### src/rtl/dmachan_pkg.sv
package dmachan_pkg;

  typedef enum logic [1:0] {
    DST_HOLD = 2'b00,
    DST_UP   = 2'b01,
    DST_DOWN = 2'b10,
    DST_BAD  = 2'b11
  } dst_mode_e;

  typedef enum logic [1:0] {
    UNIT_B1  = 2'd0,
    UNIT_B2  = 2'd1,
    UNIT_B4  = 2'd2,
    UNIT_B16 = 2'd3
  } unit_e;

  localparam int MODE_LSB = 0;
  localparam int AWR_BIT  = 4;
  localparam int AHI_BIT  = 5;

  typedef struct packed {
    logic      ack_hi;
    logic      ack_on_wr;
    dst_mode_e mode;
  } chan_cfg_t;

endpackage

### src/rtl/chan_cfg_reg.sv
module chan_cfg_reg
  import dmachan_pkg::*;
#(
  parameter int DATA_W   = 32,
  parameter bit ACK_IMPL = 1'b1
) (
  input  logic              clk,
  input  logic              rst_n,
  input  logic              cfg_we,
  input  logic [DATA_W-1:0] cfg_wdata,
  output chan_cfg_t         cfg,
  output logic [DATA_W-1:0] cfg_rdata
);

  dst_mode_e mode_q;

  always_ff @(posedge clk) begin
    if (!rst_n)      mode_q <= DST_HOLD;
    else if (cfg_we) mode_q <= dst_mode_e'(cfg_wdata[MODE_LSB +: 2]);
  end

  logic awr_q, ahi_q;

  generate
    if (ACK_IMPL) begin : g_ack_fields
      always_ff @(posedge clk) begin
        if (!rst_n) begin
          awr_q <= 1'b0;
          ahi_q <= 1'b0;
        end else if (cfg_we) begin
          awr_q <= cfg_wdata[AWR_BIT];
          ahi_q <= cfg_wdata[AHI_BIT];
        end
      end
    end else begin : g_no_ack_fields
      assign awr_q = 1'b0;
      assign ahi_q = 1'b0;
    end
  endgenerate

  always_comb begin
    cfg.mode      = mode_q;
    cfg.ack_on_wr = awr_q;
    cfg.ack_hi    = ahi_q;
  end

  always_comb begin
    cfg_rdata                  = '0;
    cfg_rdata[MODE_LSB +: 2]   = mode_q;
    cfg_rdata[AWR_BIT]         = awr_q;
    cfg_rdata[AHI_BIT]         = ahi_q;
  end

  // the field is cleared by reset
  assert property (@(posedge clk) !rst_n |=> mode_q == DST_HOLD)
    else $error("assert_cfg_reset_R1");

endmodule

### src/rtl/dest_step_calc.sv
module dest_step_calc
  import dmachan_pkg::*;
#(
  parameter int ADDR_W = 32
) (
  input  dst_mode_e         mode,
  input  unit_e             unit,
  input  logic              dual,
  input  logic              to_dev,
  output logic [ADDR_W-1:0] step,
  output logic              down,
  output logic              move,
  output logic              illegal
);

  logic ignored, bad;

  always_comb begin
    unique case (unit)
      UNIT_B1:  step = ADDR_W'(1);
      UNIT_B2:  step = ADDR_W'(2);
      UNIT_B4:  step = ADDR_W'(4);
      default:  step = ADDR_W'(16);
    endcase
  end

  always_comb begin
    ignored = !dual && to_dev;
    bad     = (mode == DST_BAD) || ((unit == UNIT_B16) && (mode != DST_UP));
    illegal = bad && !ignored;
    move    = !ignored && !bad && (mode != DST_HOLD);
    down    = (mode == DST_DOWN);
  end

  // a burst step is only ever an upward one
  always_comb begin
    if (move && unit == UNIT_B16)
      assert_burst_up_only_R5: assert (!down);
  end

endmodule

### src/rtl/dest_addr_reg.sv
module dest_addr_reg #(
  parameter int ADDR_W = 32
) (
  input  logic              clk,
  input  logic              rst_n,
  input  logic              load,
  input  logic [ADDR_W-1:0] load_val,
  input  logic              adv,
  input  logic              down,
  input  logic [ADDR_W-1:0] step,
  output logic [ADDR_W-1:0] addr
);

  always_ff @(posedge clk) begin
    if (!rst_n)      addr <= '0;
    else if (load)   addr <= load_val;
    else if (adv)    addr <= down ? addr - step : addr + step;
  end

  assert_load_R11: assert property (@(posedge clk) disable iff (!rst_n)
    load |=> addr == $past(load_val));

endmodule

### src/rtl/ack_gen.sv
module ack_gen #(
  parameter bit ACK_IMPL = 1'b1
) (
  input  logic clk,
  input  logic rst_n,
  input  logic rd_cyc,
  input  logic wr_cyc,
  input  logic dual,
  input  logic ack_on_wr,
  input  logic ack_hi,
  output logic ack_pin
);

  generate
    if (ACK_IMPL) begin : g_ack
      logic active;
      always_comb begin
        if (dual) active = ack_on_wr ? wr_cyc : rd_cyc;
        else      active = rd_cyc || wr_cyc;
        ack_pin = ack_hi ? active : !active;
      end

      // with no strobe the pin rests at the inactive level
      always_comb begin
        if (rst_n && !rd_cyc && !wr_cyc)
          assert_ack_idle_R8: assert (ack_pin == !ack_hi);
      end
    end else begin : g_no_ack
      assign ack_pin = 1'b1;
    end
  endgenerate

  // in dual mode with write timing, a read-only cycle never asserts
  assert_dual_wr_only_R6: assert property (@(posedge clk) disable iff (!rst_n)
    (dual && ack_on_wr && rd_cyc && !wr_cyc) |-> (ack_pin == !ack_hi));

endmodule

### src/rtl/dma_dest_ack_unit.sv
module dma_dest_ack_unit
  import dmachan_pkg::*;
#(
  parameter int CHAN_IDX  = 0,
  parameter int ACK_CHANS = 2,
  parameter int ADDR_W    = 32
) (
  input  logic              clk,
  input  logic              rst_n,
  input  logic              reg_we,
  input  logic              reg_sel,
  input  logic [ADDR_W-1:0] reg_wdata,
  input  logic [1:0]        xfer_size,
  input  logic              dual_addr,
  input  logic              single_to_dev,
  input  logic              rd_cyc,
  input  logic              wr_cyc,
  output logic [ADDR_W-1:0] ctrl_rdata,
  output logic [ADDR_W-1:0] dest_addr,
  output logic              ack_pin,
  output logic              cfg_err
);

  localparam bit ACK_IMPL = (CHAN_IDX < ACK_CHANS);
  localparam logic [ADDR_W-1:0] RD_MASK =
    ADDR_W'(32'h3) | (ADDR_W'(1) << AWR_BIT) | (ADDR_W'(1) << AHI_BIT);

  chan_cfg_t         cfg;
  logic [ADDR_W-1:0] step;
  logic              down, move, illegal;
  logic              cfg_load, addr_load, adv;

  assign cfg_load  = reg_we && !reg_sel;
  assign addr_load = reg_we && reg_sel;
  assign adv       = wr_cyc && move;
  assign cfg_err   = illegal;

  chan_cfg_reg #(.DATA_W(ADDR_W), .ACK_IMPL(ACK_IMPL)) u_cfg (
    .clk(clk), .rst_n(rst_n), .cfg_we(cfg_load), .cfg_wdata(reg_wdata),
    .cfg(cfg), .cfg_rdata(ctrl_rdata)
  );

  dest_step_calc #(.ADDR_W(ADDR_W)) u_step (
    .mode(cfg.mode), .unit(unit_e'(xfer_size)), .dual(dual_addr),
    .to_dev(single_to_dev), .step(step), .down(down), .move(move),
    .illegal(illegal)
  );

  dest_addr_reg #(.ADDR_W(ADDR_W)) u_addr (
    .clk(clk), .rst_n(rst_n), .load(addr_load), .load_val(reg_wdata),
    .adv(adv), .down(down), .step(step), .addr(dest_addr)
  );

  ack_gen #(.ACK_IMPL(ACK_IMPL)) u_ack (
    .clk(clk), .rst_n(rst_n), .rd_cyc(rd_cyc), .wr_cyc(wr_cyc),
    .dual(dual_addr), .ack_on_wr(cfg.ack_on_wr), .ack_hi(cfg.ack_hi),
    .ack_pin(ack_pin)
  );

  assert_frozen_on_err_R5: assert property (@(posedge clk) disable iff (!rst_n)
    (cfg_err && !addr_load) |=> $stable(dest_addr));

  assert_hold_mode_R4: assert property (@(posedge clk) disable iff (!rst_n)
    (cfg.mode == DST_HOLD && wr_cyc && !addr_load) |=> $stable(dest_addr));

  assert_step_up_R2: assert property (@(posedge clk) disable iff (!rst_n)
    (adv && !down && !addr_load) |=> dest_addr == $past(dest_addr) + $past(step));

  always_comb begin
    if (rst_n)
      assert_rsvd_zero_R10: assert ((ctrl_rdata & ~RD_MASK) == '0);
  end

  generate
    if (!ACK_IMPL) begin : g_tie_chk
      always_comb begin
        if (rst_n) assert_ack_tied_R9: assert (ack_pin == 1'b1);
      end
    end
  endgenerate

endmodule

### config.mk
export PLATFORM = sky130hd
export DESIGN_NAME = dma_dest_ack_unit
export DESIGN_NICKNAME = d
export VERILOG_FILES = /design/src/rtl/dmachan_pkg.sv /design/src/rtl/chan_cfg_reg.sv /design/src/rtl/dest_step_calc.sv /design/src/rtl/dest_addr_reg.sv /design/src/rtl/ack_gen.sv /design/src/rtl/dma_dest_ack_unit.sv
export SDC_FILE = /design/constraint.sdc
export NUM_CORES = 1
export LEC_CHECK = 0
export CAP_MARGIN = 20
export CORE_MARGIN = 10
export CORE_UTILIZATION = 42
export CTS_BUF_LIST = sky130_fd_sc_hd__clkbuf_16
export DETAILED_ROUTE_END_ITERATION = 8
export PLACE_DENSITY = 0.73
export SETUP_SLACK_MARGIN = 0.15
export SLEW_MARGIN = 30
export SYNTH_ARGS = -nofsm -noshare
export SYNTH_HDL_FRONTEND = slang
export SYNTH_SLANG_ARGS = --single-unit
### constraint.sdc
create_clock -name clk -period 7 [get_ports clk]
set_input_delay 1.4 -clock clk [delete_from_list [all_inputs] [get_ports clk]]
set_output_delay 1.4 -clock clk [all_outputs]
set_load 0.01 [all_outputs]
==> results.ini <==
[outcome]
outcome = complete, no violations

[detailed_routing]
drtPass1Iterations = 5
remaining_drc_errors = 0
ant_nets = 0
drt-initial-drc-count = 188
viasPerCell = 5.69
wl_per_cell_microns = 17.1
num_vias = 3787
totalWireLength_microns = 11400

[clocking]
cts_root_buf = clkbuf_16
clkSinkCount = 36
htreeDepth = 2
cts_buffers = 5
postCtsHoldBufs = 0
clk_latency_ps = 280
cts-resized-gates = 0
clock_path_buffers = 2
clk_pin_slew_ps = 60
cts_tree = built
postCtsSetupRepairBufs = 0

[timing]
clock-skew-final_ps = 5.55
layout_min_cycle_time_ps = 4300
max_freq_mhz = 233
final_max_slew_viol_count = 0
tns_ps = 0
tightestPinTransition_ps = 853
final_hold_viol_count = 0
post-route-period-util_pct = 61.4
rsz0062_at_grt = no
finalSetupViolations = 0
relSlewSlack_pct = 43.0

[critical_path]
cp_data_arrival_time_ps = 4470
cp.required_ps = 7180
crit_path_start_kind = input port
critPathKind = input port to flip-flop
cp_max_fo = 5
end_kind = flip-flop

[finish]
drive_above_1_share_pct = 5.38
diodes = 0
multi_input_area_sq_mm = 0.00269
seq_area_sq_um = 721
fillCellCount = 839
syn2layout_area_growth_pct = 23.3
layout.nets = 632

[floorplanning]
die_h_microns = 114
die_area_sq_mm = 0.0129
rows = 34
core-area_sq_mm = 0.00864
die_x_microns = 114
ios = 108
initial_core_util_pct = 42.7

[worst_hold_path]
worstHoldPathType = flip-flop to flip-flop

[global_route]
grt_pass1_wl_microns = 19100
grt_max_degree = 46
grt-ovfl-total = 0
grt_pass1_vias = 3918
track_usage_pct = 17.3
antenna_found_initial = 0

[logic_synthesis]
synthCells = 498
synth_area_per_cell_sq_um = 7.40
netlist.area_leader.share_pct = 19.6
synth_ff_type = dfxtp_1
synth-edff-count = 0
ys_types = 60
syn-cell-area_sq_mm = 0.00368
ys_seq_area_share_pct = 19.6
synthArstFlopShare_pct = 0
ys_warn_count = 0
synth.area.top_cells = dfxtp_1 (20%), ha_1 (11%), nand2_1 (6.3%)
synth_top_area_cell = dfxtp_1
yosys_register_bits = 36

[power]
p_per_area_mw_per_mm2 = 150
switching_share_pct = 33.5
combPwrFrac_pct = 33.7
vdd_drop_max_mv = 0.0787
p_leak_nw = 1.95
p_switching_uw = 228
clkPwrFrac_pct = 31.9
pwr-share-seq_pct = 34.4
p_total_uw = 680
p_int_uw = 452

[flow_run]
timing.max_cap.violations = 0

[placed_design]
dp_hpwl_microns = 8660
place_congestion = 0.919
place.port_buffers = 79

==> power by group through the flow <==
| stage | Clock, mW | Sequential, mW | Combinational [mW] |
|---|---|---|---|
| floorplan | 0 | 0.242 | 0.146 |
| global placement | 0 | 0.238 | 0.225 |
| detailed placement | 0 | 0.238 | 0.228 |
| CTS | 0.219 | 0.234 | 0.229 |
| global route | 0.227 | 0.236 | 0.254 |
| finish | 0.217 | 0.234 | 0.229 |
==> routing by layer <==
layer	part of all wire, %	GRT usage (%)
met1	40	20.4
met2	51	30.6
met3	6.9	3.52
met4	1.6	5.33
met5	0	0
==> layout by cell type (no fill, tap or decap), types with 5 or more instances in the layout <==
cell type	count
inv_1	13
nand2b_1	8
a211oi_1	8
ha_1	31
clkdlybuf4s50_1	79
nor2_1	34
o21ai_0	38
a311oi_1	11
nor3_1	12
a21o_1	18
mux2i_1	7
xor2_1	7
a21oi_1	44
conb_1	28
nand3_1	15
xnor2_1	16
clkbuf_16	5
nand4_1	8
a31oi_1	11
dfxtp_1	36
nand2_1	62
==> sequential cells by signal (all words and copies together) (netlist names) <==
register and flops:
u_cfg.ahi_q 1, u_cfg.awr_q 1, u_addr.addr 32, u_cfg.mode_q 2
==> final timing paths <==
kind	startpoint	end	slack, ps	depth (start not counted)
hold / removal	u_addr.addr[7]	u_addr.addr[7]	500	2
setup reg to reg	u_cfg.mode_q[0]	u_addr.addr[30]	3570	12
hold reg to reg	u_addr.addr[7]	u_addr.addr[7]	500	2
setup / recovery	xfer_size[1]	u_addr.addr[26]	2700	13
==> synth_stat cells (all sizes together) (2+ instances only) <==
cell type,number
nand2,62
a21oi,47
o21ai,39
buf,36
dfxtp,36
nor2,36
ha,31
clkbuf,21
a21o,19
xnor2,16
nand3,15
inv,13
nor3,13
a31oi,12
a311oi,11
a211oi,10
nand2b,8
nand4,8
mux2i,7
xor2,7
o211ai,5
and3,4
nor2b,4
o2111ai,3
o21a,3
o21bai,3
or2,3
or3,3
a2111oi,2
a211o,2
a221o,2
and2,2
and4,2
==> critical path, stage by stage <==
cell	delay [ps]
clkdlybuf4s50_1	470
nor2_1	130
ha_1	180
inv_1	50
fa_1	430
a211oi_2	300
o2111ai_2	220
a31oi_4	250
o211ai_2	100
a41o_1	290
a31oi_1	250
xor2_1	120
a2111oi_2	280
==> logic make-up after synthesis <==
group,synth area share [%]
AOI/OAI and AO/OA,31.1
DFF,19.6
other,0.102
adders and majority gates,11.1
buffers and inverters,10.4
muxes,1.90
and+or+nand+nor,20.4
xor gates and xnor gates,5.47
==> per-stage QoR <==
stage               instances  cell area, sq um  hold slack (ps)  util (%)  setup slack, ps
global placement          659              4410              494      51.1             2540
global route              666              4540              546      52.6             2470
finish                    666              4540              503      52.6             2700
floorplan                 525              3780              498         -             3190
detailed placement        659              4410              493      51.1             2410
CTS                       666              4540              505      52.6             2680
==> cell type report <==
class,instances,share of cell area (%)
clock inverters,2,0.165
flip-flops and latches,36,15.9
well taps,108,2.97
repair buffers,83,18.1
clock buffers,5,2.75
multi-input cells,419,59.1
inverters,13,1.07
(Power assumes the default switching activity.)
